<file path="src/rtl/fetch_ptr_pkg.sv">
package fetch_ptr_pkg;

   // Incrementer carry structure variants.
   typedef enum logic {
      INC_RIPPLE = 1'b0,
      INC_SKIP   = 1'b1
   } inc_style_e;

   // Number of skip groups needed to cover w bits with groups of g bits.
   function automatic int grp_count(input int w, input int g);
      return (w + g - 1) / g;
   endfunction

endpackage

</file>
<file path="src/rtl/fp_incr.sv">
module fp_incr
   import fetch_ptr_pkg::*;
#(
   parameter int         W     = 30,
   parameter int         GRP   = 5,
   parameter inc_style_e STYLE = INC_SKIP
) (
   input  logic [W-1:0] a,
   output logic [W-1:0] y
);

   localparam int NGRP = grp_count(W, GRP);

   // Carry into each bit position.
   logic [W-1:0] cin;

   generate
      if (W < 2) begin : g_bad_w
         $error("fp_incr: W must be at least 2");
      end

      if (STYLE == INC_RIPPLE) begin : g_ripple
         assign cin[0] = 1'b1;
         for (genvar i = 1; i < W; i++) begin : g_bit
            assign cin[i] = cin[i-1] & a[i-1];
         end
      end else begin : g_skip
         if (GRP < 3 || GRP > 6) begin : g_bad_grp
            $error("fp_incr: GRP must lie between 3 and 6");
         end

         // Express carry entering each group.
         logic [NGRP:0] skip;
         assign skip[0] = 1'b1;

         for (genvar g = 0; g < NGRP; g++) begin : g_grp
            localparam int LO = g * GRP;
            localparam int HI = ((LO + GRP) < W) ? (LO + GRP - 1) : (W - 1);

            // Group passes the skip carry only when all its bits are ones.
            logic all_ones;
            assign all_ones    = &a[HI:LO];
            assign skip[g + 1] = skip[g] & all_ones;

            // Local chain inside the group, seeded by the skip carry.
            for (genvar i = LO; i <= HI; i++) begin : g_bit
               if (i == LO) begin : g_head
                  assign cin[i] = skip[g];
               end else begin : g_body
                  assign cin[i] = cin[i-1] & a[i-1];
               end
            end
         end

         logic unused_skip_out;
         assign unused_skip_out = skip[NGRP];
      end
   endgenerate

   // Toggle every bit that receives a carry.
   assign y = a ^ cin;

endmodule

</file>
<file path="src/rtl/fp_limit_cmp.sv">
module fp_limit_cmp #(
   parameter int W = 30
) (
   input  logic [W-1:0] ptr,
   input  logic [W-1:0] lim,
   output logic         match
);

   // One mismatch term per bit; the match line starts true and any term pulls it false.
   logic [W-1:0] miss;

   generate
      for (genvar i = 0; i < W; i++) begin : g_bit
         assign miss[i] = ptr[i] ^ lim[i];
      end
   endgenerate

   assign match = ~(|miss);

endmodule

</file>
<file path="src/rtl/fp_ip_recon.sv">
module fp_ip_recon #(
   parameter int AW = 32,
   parameter int QW = 5
) (
   input  logic [AW-1:0] fetch_addr,
   input  logic [QW-1:0] q_bytes,
   output logic [AW-1:0] instr_ptr
);

   generate
      if (QW >= AW) begin : g_bad_qw
         $error("fp_ip_recon: queue count wider than address");
      end
   endgenerate

   logic [AW-1:0] q_ext;
   assign q_ext     = {{(AW-QW){1'b0}}, q_bytes};
   assign instr_ptr = fetch_addr - q_ext;

endmodule

</file>
<file path="src/rtl/fetch_ptr_ctl.sv">
module fetch_ptr_ctl
   import fetch_ptr_pkg::*;
#(
   parameter int         ADDR_W      = 32,
   parameter int         WORD_BYTES  = 4,
   parameter int         QUEUE_BYTES = 16,
   parameter int         SKIP_GRP    = 5,
   parameter inc_style_e INC_STYLE   = INC_SKIP,
   localparam int        LSB_W       = $clog2(WORD_BYTES),
   localparam int        WPTR_W      = ADDR_W - LSB_W,
   localparam int        QCNT_W      = $clog2(QUEUE_BYTES + 1)
) (
   input  logic              clk,
   input  logic              rst_n,
   input  logic              jmp_load,
   input  logic [ADDR_W-1:0] jmp_addr,
   input  logic              fetch_ack,
   input  logic              lim_load,
   input  logic [ADDR_W-1:0] lim_value,
   input  logic [QCNT_W-1:0] q_bytes,
   output logic [ADDR_W-1:0] fetch_addr,
   output logic              limit_hit,
   output logic [ADDR_W-1:0] instr_ptr
);

   generate
      if (WORD_BYTES < 2 || (WORD_BYTES & (WORD_BYTES - 1)) != 0) begin : g_bad_word
         $error("fetch_ptr_ctl: WORD_BYTES must be a power of two >= 2");
      end
      if (WPTR_W < 4) begin : g_bad_addr
         $error("fetch_ptr_ctl: ADDR_W too small for word size");
      end
      if (QCNT_W >= ADDR_W) begin : g_bad_queue
         $error("fetch_ptr_ctl: queue depth too large for address width");
      end
   endgenerate

   // Word-address state.
   logic [WPTR_W-1:0] ptr_q, ptr_d;
   logic [WPTR_W-1:0] lim_q, lim_d;
   logic [WPTR_W-1:0] ptr_inc;
   logic              adv;

   // Low address bits are dropped on purpose.
   logic unused_low_bits;
   assign unused_low_bits = ^{jmp_addr[LSB_W-1:0], lim_value[LSB_W-1:0]};

   fp_incr #(
      .W     (WPTR_W),
      .GRP   (SKIP_GRP),
      .STYLE (INC_STYLE)
   ) u_incr (
      .a (ptr_q),
      .y (ptr_inc)
   );

   fp_limit_cmp #(
      .W (WPTR_W)
   ) u_cmp (
      .ptr   (ptr_q),
      .lim   (lim_q),
      .match (limit_hit)
   );

   // Accepted fetches advance only while the stop flag is low.
   assign adv = fetch_ack & ~limit_hit;

   always_comb begin
      if (jmp_load) begin
         ptr_d = jmp_addr[ADDR_W-1:LSB_W];
      end else if (adv) begin
         ptr_d = ptr_inc;
      end else begin
         ptr_d = ptr_q;
      end
   end

   assign lim_d = lim_load ? lim_value[ADDR_W-1:LSB_W] : lim_q;

   always_ff @(posedge clk) begin
      if (!rst_n) begin
         ptr_q <= '0;
         lim_q <= '1;
      end else begin
         ptr_q <= ptr_d;
         lim_q <= lim_d;
      end
   end

   assign fetch_addr = {ptr_q, {LSB_W{1'b0}}};

   fp_ip_recon #(
      .AW (ADDR_W),
      .QW (QCNT_W)
   ) u_ip (
      .fetch_addr (fetch_addr),
      .q_bytes    (q_bytes),
      .instr_ptr  (instr_ptr)
   );

   // accepted fetch moves the address one word forward.
   a_r2_advance_one_word: assert property (@(posedge clk) disable iff (!rst_n)
      (fetch_ack && !jmp_load && !limit_hit) |=>
         (fetch_addr == $past(fetch_addr) + ADDR_W'(WORD_BYTES)));

   // jump wins over advance and clears the low bits.
   a_r3_jump_priority: assert property (@(posedge clk) disable iff (!rst_n)
      jmp_load |=>
         (fetch_addr == {$past(jmp_addr[ADDR_W-1:LSB_W]), {LSB_W{1'b0}}}));

   // with the stop flag high, strobes leave the address alone.
   a_r6_hold_at_limit: assert property (@(posedge clk) disable iff (!rst_n)
      (limit_hit && !jmp_load) |=> $stable(fetch_addr));

   // grouped incrementer agrees with a plain +1.
   a_r11_incr_matches_plus1: assert property (@(posedge clk) disable iff (!rst_n)
      ptr_inc == ptr_q + WPTR_W'(1));

endmodule

</file>
<file path="config.mk">
export PLATFORM = sky130hd
export DESIGN_NAME = fetch_ptr_ctl
export DESIGN_NICKNAME = d
export VERILOG_FILES = /design/src/rtl/fetch_ptr_pkg.sv /design/src/rtl/fp_incr.sv /design/src/rtl/fp_limit_cmp.sv /design/src/rtl/fp_ip_recon.sv /design/src/rtl/fetch_ptr_ctl.sv
export SDC_FILE = /design/constraint.sdc
export NUM_CORES = 1
export LEC_CHECK = 0
export BUFFER_PORTS_ARGS = -buffer_cell sky130_fd_sc_hd__buf_4
export CORE_MARGIN = 2
export CORE_UTILIZATION = 40
export CTS_CLUSTER_SIZE = 24
export DETAILED_ROUTE_END_ITERATION = 8
export PLACE_DENSITY = 0.69
export SKIP_LAST_GASP = 1
export SLEW_MARGIN = 20
export SYNTH_ARGS = -nofsm -noshare
export SYNTH_HDL_FRONTEND = slang
export SYNTH_HIERARCHICAL = 1
export SYNTH_SLANG_ARGS = --single-unit
</file>
<file path="constraint.sdc">
create_clock -name clk -period 2.7 [get_ports clk]
set_input_delay 0.135 -clock clk [delete_from_list [all_inputs] [get_ports clk]]
set_output_delay 0.135 -clock clk [all_outputs]
set_load 0.05 [all_outputs]
</file>
Word level (Yosys, flattened, before mapping)
Cells that the tools add are included.
- bits of input ports: 74
- bits in registers: 60
- word-level logic and storage cells: 72
- output and inout port bits: 65
- bitwise gates (word level): 60
- add/sub/neg operators: 1
- reduce and logical (&&, ||, !) cells: 7
- mux-type cells: 2
- operators by type and width (kind ; number):
    $mux W30 ; 2
    $sub A32 B5 Y32 ; 1
    $reduce_or A30 Y1 ; 1
    $xor A1 B1 Y1 ; 30
    $xor A30 B30 Y30 ; 1
    $and A1 B1 Y1 ; 28
    $reduce_and A5 Y1 ; 5
    $reduce_bool A2 Y1 ; 1
    $not A1 Y1 ; 1

Longest topological paths before layout
Gate-level depths: netlist of the first run.
- depth in word-level cells: 12
- mapped depth: 11
- depth with buffers taken out: 11

Modules after synthesis
Netlist of the first run, hierarchy kept.
- modules (own cells, without submodules) (module ; times used ; area each (µm²) ; sequential area each (µm²) ; cells an instance):
    fetch_ptr_ctl ; 1 ; 2401.1 ; 1201.2 ; 236
    fp_ip_recon ; 1 ; 779.5 ; 0.0 ; 114
    fp_incr ; 1 ; 436.7 ; 0.0 ; 45
    fp_limit_cmp ; 1 ; 330.3 ; 0.0 ; 40

Worst setup path after synthesis of the first run
No wires, ideal clock.
- path type: reg2out
- start point: reg ptr_q[11]
- end point: out instr_ptr[28]
- arrival time: 3104 ps
- path slack: -539 ps
- buffers on the path: 0
- cell stages (with the launch flop): 6
- data required time: 2565 ps
- cell sequence: dfxtp_1 or4_4 or4_4 or4_4 nor3_2 xor2_1
- word-level cells in the longest chain between the ends: 1
- ends and longest elaborated chain (element ; line ; text):
    start, declared ; fetch_ptr_ctl.sv:39 ; logic [WPTR_W-1:0] ptr_q, ptr_d;
    start signal, assigned ; fetch_ptr_ctl.sv:85 ; ptr_q <= ptr_d;
    $sub A32 B5 Y32 ; fp_ip_recon.sv:18 ; assign instr_ptr = fetch_addr - q_ext;
    end, declared ; fetch_ptr_ctl.sv:23 ; output logic [ADDR_W-1:0] instr_ptr
No other way between the ends.

Worst setup path after layout of the first run
- start point: reg ptr_q[11]
- end point: out instr_ptr[22]
The elaborated chain is that of the path after synthesis.

==> results of run 1 <==
-- flip-flops by register name, indices dropped and copies added (netlist names) --
name and flops:
ptr_q 30, lim_q 30
-- what timing repair did --
item,CTS,global route
setup buffers,0,1
endpoints found under the hold margin,3,0
pin swaps,0,8
setup endpoints to repair,5,14
resized for setup,6,23
hold buffers,3,0
-- cells by family (layout without fill, tap and decap cells) --
| family | Yosys count | in the layout | share of synthesized area |
|---|---|---|---|
| adder cells (fa/ha/maj) | 29 | 29 | 0.09382 |
| flip-flops | 60 | 60 | 0.3043 |
| other | 1 | 5 | 0.0009500 |
| AND/OR/NAND/NOR | 115 | 115 | 0.1572 |
| XOR/XNOR | 66 | 66 | 0.1464 |
| AO/OA/AOI/OAI | 69 | 69 | 0.09192 |
| buffers and inverters | 35 | 197 | 0.05325 |
| multiplexers | 60 | 60 | 0.1521 |
-- per-layer routing --
metal  vias up  share of wire  global-route usage
met1      1739           0.46              0.3222
li1       1848              -                   -
met3        16          0.068             0.03763
met2       131           0.45              0.3325
met5         -              0                   0
met4         0          0.018             0.07895
-- layout make-up --
| cell class | count | area [µm²] | area share |
|---|---|---|---|
| clock buffer | 10 | 137.6 | 0.02376 |
| clock inverter | 6 | 63.81 | 0.01102 |
| inverter | 12 | 45.04 | 0.007775 |
| multi-input combinational | 344 | 2829 | 0.4883 |
| sequential | 60 | 1217 | 0.2102 |
| tap | 133 | 166.4 | 0.02873 |
| timing repair buffer | 169 | 1334 | 0.2302 |
-- metrics by stage --
stage          std cells  TNS [ps]  hold slack (ps)  setup WS [ps]
3_3_place_gp         713         0            348.7          31.63
6_report             734    -877.0            11.96         -251.3
2_1_floorplan        439    -547.4            263.1         -127.5
5_1_grt              734     -1581           0.7110         -319.9
3_5_place_dp         713         0            353.8          18.31
4_1_cts              732    -801.2            1.934         -294.6
-- how the worst min path moves through the flow --
stage,start,slack [ps],depth (start not counted),to
global placement,lim_value[26],350,3,lim_q[24]$_SDFFE_PN1P_
floorplan,lim_value[2],260,2,lim_q[0]$_SDFFE_PN1P_
finish,lim_value[31],10,3,lim_q[29]$_SDFFE_PN1P_
CTS,lim_value[21],2,3,lim_q[19]$_SDFFE_PN1P_
global route,lim_value[21],0.7,3,lim_q[19]$_SDFFE_PN1P_
detailed placement,lim_value[24],350,3,lim_q[22]$_SDFFE_PN1P_
-- tightest hold or removal path: cells and delay by family --
kind | cells | cell delay, ps
buffers and inverters | 1 | 80
and+or+nand+nor | 1 | 60
muxes | 1 | 50
-- power breakdown --
part | total (W) | internal, W | switching (W)
clock network | 0.000820 | 0.000449 | 0.000371
registers | 0.00101 | 0.000949 | 0.0000653
logic | 0.00120 | 0.000446 | 0.000752
total | 0.00303 | 0.00184 | 0.00119
-- cell usage in the layout, fill, tap and decap left out, types with 2 or more instances in the layout --
cell / count
buf_4: 155
mux2i_1: 60
dfxtp_1: 47
nand2_1: 42
xor2_1: 35
a21oi_1: 32
ha_1: 28
o21ai_0: 26
xnor2_1: 17
nor2_1: 14
dfxtp_2: 13
inv_1: 11
clkbuf_8: 10
buf_6: 10
nor4_1: 9
nor3_1: 8
o21ai_1: 6
nand4_1: 6
xnor2_2: 6
conb_1: 5
nor4_4: 5
or4_4: 4
xor2_2: 4
dlygate4sd3_1: 3
nand3_1: 3
xor2_4: 3
clkinvlp_4: 2
clkinv_2: 2
and4_1: 2
nor3_2: 2
nand2b_1: 2
nand3b_1: 2
or2_2: 2
nor3_4: 2
nor3b_1: 2
==> run summary, run 1 <==
worst-path cell chain - or4_4 -> or4_4 -> or4_4 -> nor4_4 -> xor2_4 -> buf_6
Worst setup EP type - output pin
clock transition at the registers of the reported paths - 70 ps
worst-case clock buffer depth - 2
post-synth top area cell - dfxtp_1
R2R Setup Slk - 280 ps
Final period util - 1.093
Finished Cell Area - 5793 µm²
Cell Area, Synth - 3948 µm²
Worst Setup Slack, final - -251.3 ps
YS warnings - 6
P&R area growth vs syn - 46.75%
Worst Path Class, Setup - reg -> out
DRC viols - 0
Max-Slew Margin vs Limit - 0.4958
Root Driver - clkbuf_8
first-iteration detailed-routing DRC count - 155
ANT nets after route - 0
Top-Level Pins - 139
Worst-Skew Late Latency - 340 ps
initial antenna violation count - 0
WP data arrival - 2820 ps
vias in the first global route - 3508
Critical R2R Launch - ptr_q[10]$_SDFFE_PN0P_
Setup crit start - ptr_q[11]$_SDFFE_PN0P_
cell area after placement - 5369 µm²
cells on worst reg2reg path - 11
total core area - 9684 µm²
Final Total Pwr - 0.003033 W
Vias/cell - 5.087
fillers - 846
Initial Util - 0.4076
Detailed Place HPWL - 8982 µm
Overflow after GRT - 0
Max FO, Critical Path - 3
syn avg cell area - 9.075 µm²
DR WL/cell - 16.16 µm
Crit path buffers/inverters - 1
Max Slew Vio Count - 0
FP Rows - 36
layout cells sized above 1 - 0.3844
CTS tree - done
status - complete, but fails checks
PwrDens - 523.6 nW/µm²
critical path's most frequent cell - or4_4
Crit path max-delay family - simple AND/OR/NAND/NOR gates
commonest register cell after synthesis - dfxtp_1
worst hold path type - in -> reg
Seq cells post-synth - 60
sequential share of the synthesized area - 0.3043
Yosys top cell area share - 0.3043
CP Depth - 6
first-pass GRT wire length - 18040 µm
Hold Violations, Final - 0
Unique masters post-synth - 42
port bufs - 132
Final #Nets - 699
final core utilization - 0.5982
total iterations of the first detailed-routing run - 4
drt total wl - 11860 µm
Setup crit end - instr_ptr[22]
DIE AREA - 10680 µm²
Post-synth top cells - 60 x dfxtp_1, 60 x mux2i_1, 44 x nand2_1, 42 x xor2_1, 32 x a21oi_1
RSZ-0062 raised after global routing - true
actual slew at the worst max-slew pin - 754.7 ps
via count - 3734
Max IR drop VDD - 0.3679 mV
cells after synthesis - 435
largest net degree at the start of global routing - 61
number of flops mapped to enable cells by yosys - 0
final-report setup violation count - 7
Max Freq - 338.8 MHz
Crit path required time - 2570 ps
CTS buffer count - 9
Worst path slowest cell - or4_4
post-layout minimum cycle time - 2951 ps
Tot GR Track Use - 0.2224
Max-cap violations - 0
Antenna Cells - 0
Fin Clk Skew - 12.43 ps
synth top area cells - dfxtp_1 30%, mux2i_1 15%, xor2_1 9.3%
failing checks - setup timing
htree depth - 3
TritonCTS sink count - 60
slowest stage delay, CP - 530 ps
Die H - 103.3 µm
async set-reset flop share out of synthesis - 0
GPL Wtd Cong - 0.8861
CP Launch Type - flip-flop
Lkg Pwr - 2.813 nW
die width - 103.3 µm
reg2reg end - ptr_q[29]$_SDFFE_PN0P_
No activity file was read; power rests on OpenSTA's default activity.
==> run 2, diff against run 1 <==
- CORE_MARGIN: 2 -> default
- TNS_END_PERCENT: default -> 30
==> run 2 against run 1 <==
Effect of this change: the flow still finishes with violations (setup timing); clock-buffer cell count is 2 higher; sequential cell count unchanged; via count grew 1.2%; final cell count fell by 1.5%; register-to-register slack worse by 40 ps; critical endpoint unchanged; largest power group unchanged.
==> run summary, run 2 (synthesis results as in run 1) <==
Initial Util - 0.4193 (+0.01165)
Max IR drop VDD - 0.2647 mV (-28%)
vias in the first global route - 3633 (+3.6%)
grt met3 use - 0.04486 (+0.007224)
M1 GR Usage - 0.2969 (-0.02529)
Final #Nets - 693 (-0.86%)
TritonCTS sink count - 60 (unchanged)
total iterations of the first detailed-routing run - 5 (+1)
drt total wl - 11880 µm (+0.16%)
post-CTS setup buffers - 0 (unchanged)
WP data arrival - 2830 ps (about the same)
final core utilization - 0.5794 (-0.01879)
PwrDens - 514.8 nW/µm² (-1.7%)
initial antenna violation count - 0 (unchanged)
Worst setup EP type - output pin
P&R area growth vs syn - 38.19%
status - complete, but fails checks
reg2reg end - ptr_q[29]$_SDFFE_PN0P_
Max Freq - 337.1 MHz (-0.51%)
CTS buffer count - 9 (unchanged)
CP Launch Type - flip-flop
first-pass GRT wire length - 18150 µm (+0.58%)
actual slew at the worst max-slew pin - 704.2 ps (-50.58 ps)
DR WL/cell - 16.43 µm (+1.7%)
via count - 3780 (+1.2%)
final-report setup violation count - 5 (-2)
fillers - 867 (+2.5%)
Top-Level Pins - 139 (unchanged)
Detailed Place HPWL - 9175 µm (+2.2%)
Root Driver - clkbuf_8
Max FO, Critical Path - 3 (unchanged)
cells on worst reg2reg path - 10 (-1)
Setup Slack @ Placement - -6.788 ps (-25.10 ps)
Final Total Pwr - 0.002808 W (-7.4%)
cell area after placement - 5259 µm² (-2.1%)
worst-case clock buffer depth - 2 (unchanged)
Max Slew Vio Count - 0 (unchanged)
cell count after placement - 705 (-1.1%)
Setup crit start - ptr_q[11]$_SDFFE_PN0P_
Max-Slew Margin vs Limit - 0.5231 (+0.02737)
Tot GR Track Use - 0.2345 (+0.01203)
clock transition at the registers of the reported paths - 60 ps (about the same)
worst hold path type - in -> reg
Die H - 101.3 µm (-1.9%)
Crit path required time - 2570 ps (about the same)
failing checks - setup timing
R2R Setup Slk - 240 ps (-40 ps)
htree depth - 3 (unchanged)
first-iteration detailed-routing DRC count - 222 (+43%)
most common cell after layout, fill and taps aside - buf_4
largest net degree at the start of global routing - 61 (unchanged)
Antenna Cells - 0 (unchanged)
Overflow after GRT - 0 (unchanged)
Post-Layout Cell Count - 723 (-1.5%)
Critical R2R Launch - ptr_q[14]$_SDFFE_PN0P_
ANT nets after route - 0 (unchanged)
GRT Max-Usage Layer - met2
DIE AREA - 10270 µm² (-3.8%)
RSZ-0062 raised after global routing - true
CTS tree - done
Final period util - 1.099 (+0.005580)
total core area - 9415 µm² (-2.8%)
Worst-Skew Late Latency - 350 ps (about the same)
Finished Cell Area - 5455 µm² (-5.8%)
Worst Path Class, Setup - reg -> out
GPL Wtd Cong - 0.9075 (+2.4%)
Lkg Pwr - 2.674 nW (-5.0%)
Worst Setup Slack, final - -266.4 ps (-15.07 ps)
DRC viols - 0 (unchanged)
post-layout minimum cycle time - 2966 ps (+15.07 ps)
most frequent cells in the layout - 160 x buf_4, 60 x mux2i_1, 48 x dfxtp_1, 44 x nand2_1, 39 x xor2_1
Fin Clk Skew - 12.45 ps (+0.02650 ps)
Setup crit end - instr_ptr[22]
Vias/cell - 5.228 (+2.8%)
Max-cap violations - 0 (unchanged)
die width - 101.3 µm (-1.9%)
Largest regs - lim_q (30), ptr_q (30)
FP Rows - 35 (-2.8%)
Hold Violations, Final - 0 (unchanged)
port bufs - 132 (unchanged)
met2 GRT Util - 0.3830 (+0.05054)
layout cells sized above 1 - 0.3401 (-0.04429)
## run 2: cell types whose count changed in the layout (fill, tap and decap cells not counted), moves of 4 or more
cell | before | now
buf_6 | 10 | 0
xnor2_1 | 17 | 23
buf_4 | 155 | 160
xnor2_2 | 6 | 1
xor2_1 | 35 | 39
xor2_2 | 4 | 0
## run 2: stage by stage
stage / TNS (ps) / hold WS (ps)
floorplan: -1570 / 263.1
finish: -745.1 / 3.631
global placement: 0 / 347.7
CTS: -768.2 / 0.9786
global route: -1313 / 5.302
detailed placement: -6.788 / 354.0
## run 2: worst max-delay path, stage by stage (launching register included)
cell and delay (ps):
dfxtp_2 310, or4_4 530, or4_4 530, or4_4 490, nor4_4 270, xor2_4 160, buf_4 200
## run 2: layout make-up
cell class              count  area [µm²]  area share
multi-input cells         344        2641      0.4842
repair buffers            163        1241      0.2275
flip-flops and latches     60        1216      0.2229
well taps                 129       161.4     0.02959
clock buffers              12       135.1     0.02477
inverters                  12       45.04    0.008257
clock inverters             3       15.01    0.002752
## run 2: worst min path at each step
stage / startpoint / end / cells after the start
after floorplan: lim_value[2] / lim_q[0]$_SDFFE_PN1P_ / 2
after global placement: lim_value[16] / lim_q[14]$_SDFFE_PN1P_ / 3
after detailed placement: lim_value[24] / lim_q[22]$_SDFFE_PN1P_ / 3
after CTS: lim_value[21] / lim_q[19]$_SDFFE_PN1P_ / 3
after global routing: lim_value[23] / lim_q[21]$_SDFFE_PN1P_ / 3
final: lim_value[23] / lim_q[21]$_SDFFE_PN1P_ / 3
## run 2: routing by layer
metal	up-vias	part of all wire	wire (µm)
met1	1747	0.44	5260
met4	0	0.023	274
li1	1839	-	-
met5	-	0	0
met2	162	0.47	5600
met3	32	0.063	743
## run 2: what timing repair did
item / in CTS / in global routing
hold buffers: 2 / 0
pin swaps: 1 / 0
hold endpoints to repair: 2 / 0
gates resized for setup: 1 / 0
endpoints found under the setup margin: 5 / 13
## run 2: where the power goes
group | internal (W) | total [W] | switching [W]
Sequential | 0.000950 | 0.00102 | 0.0000734
Combinational | 0.000416 | 0.00113 | 0.000715
Clock | 0.000323 | 0.000655 | 0.000331
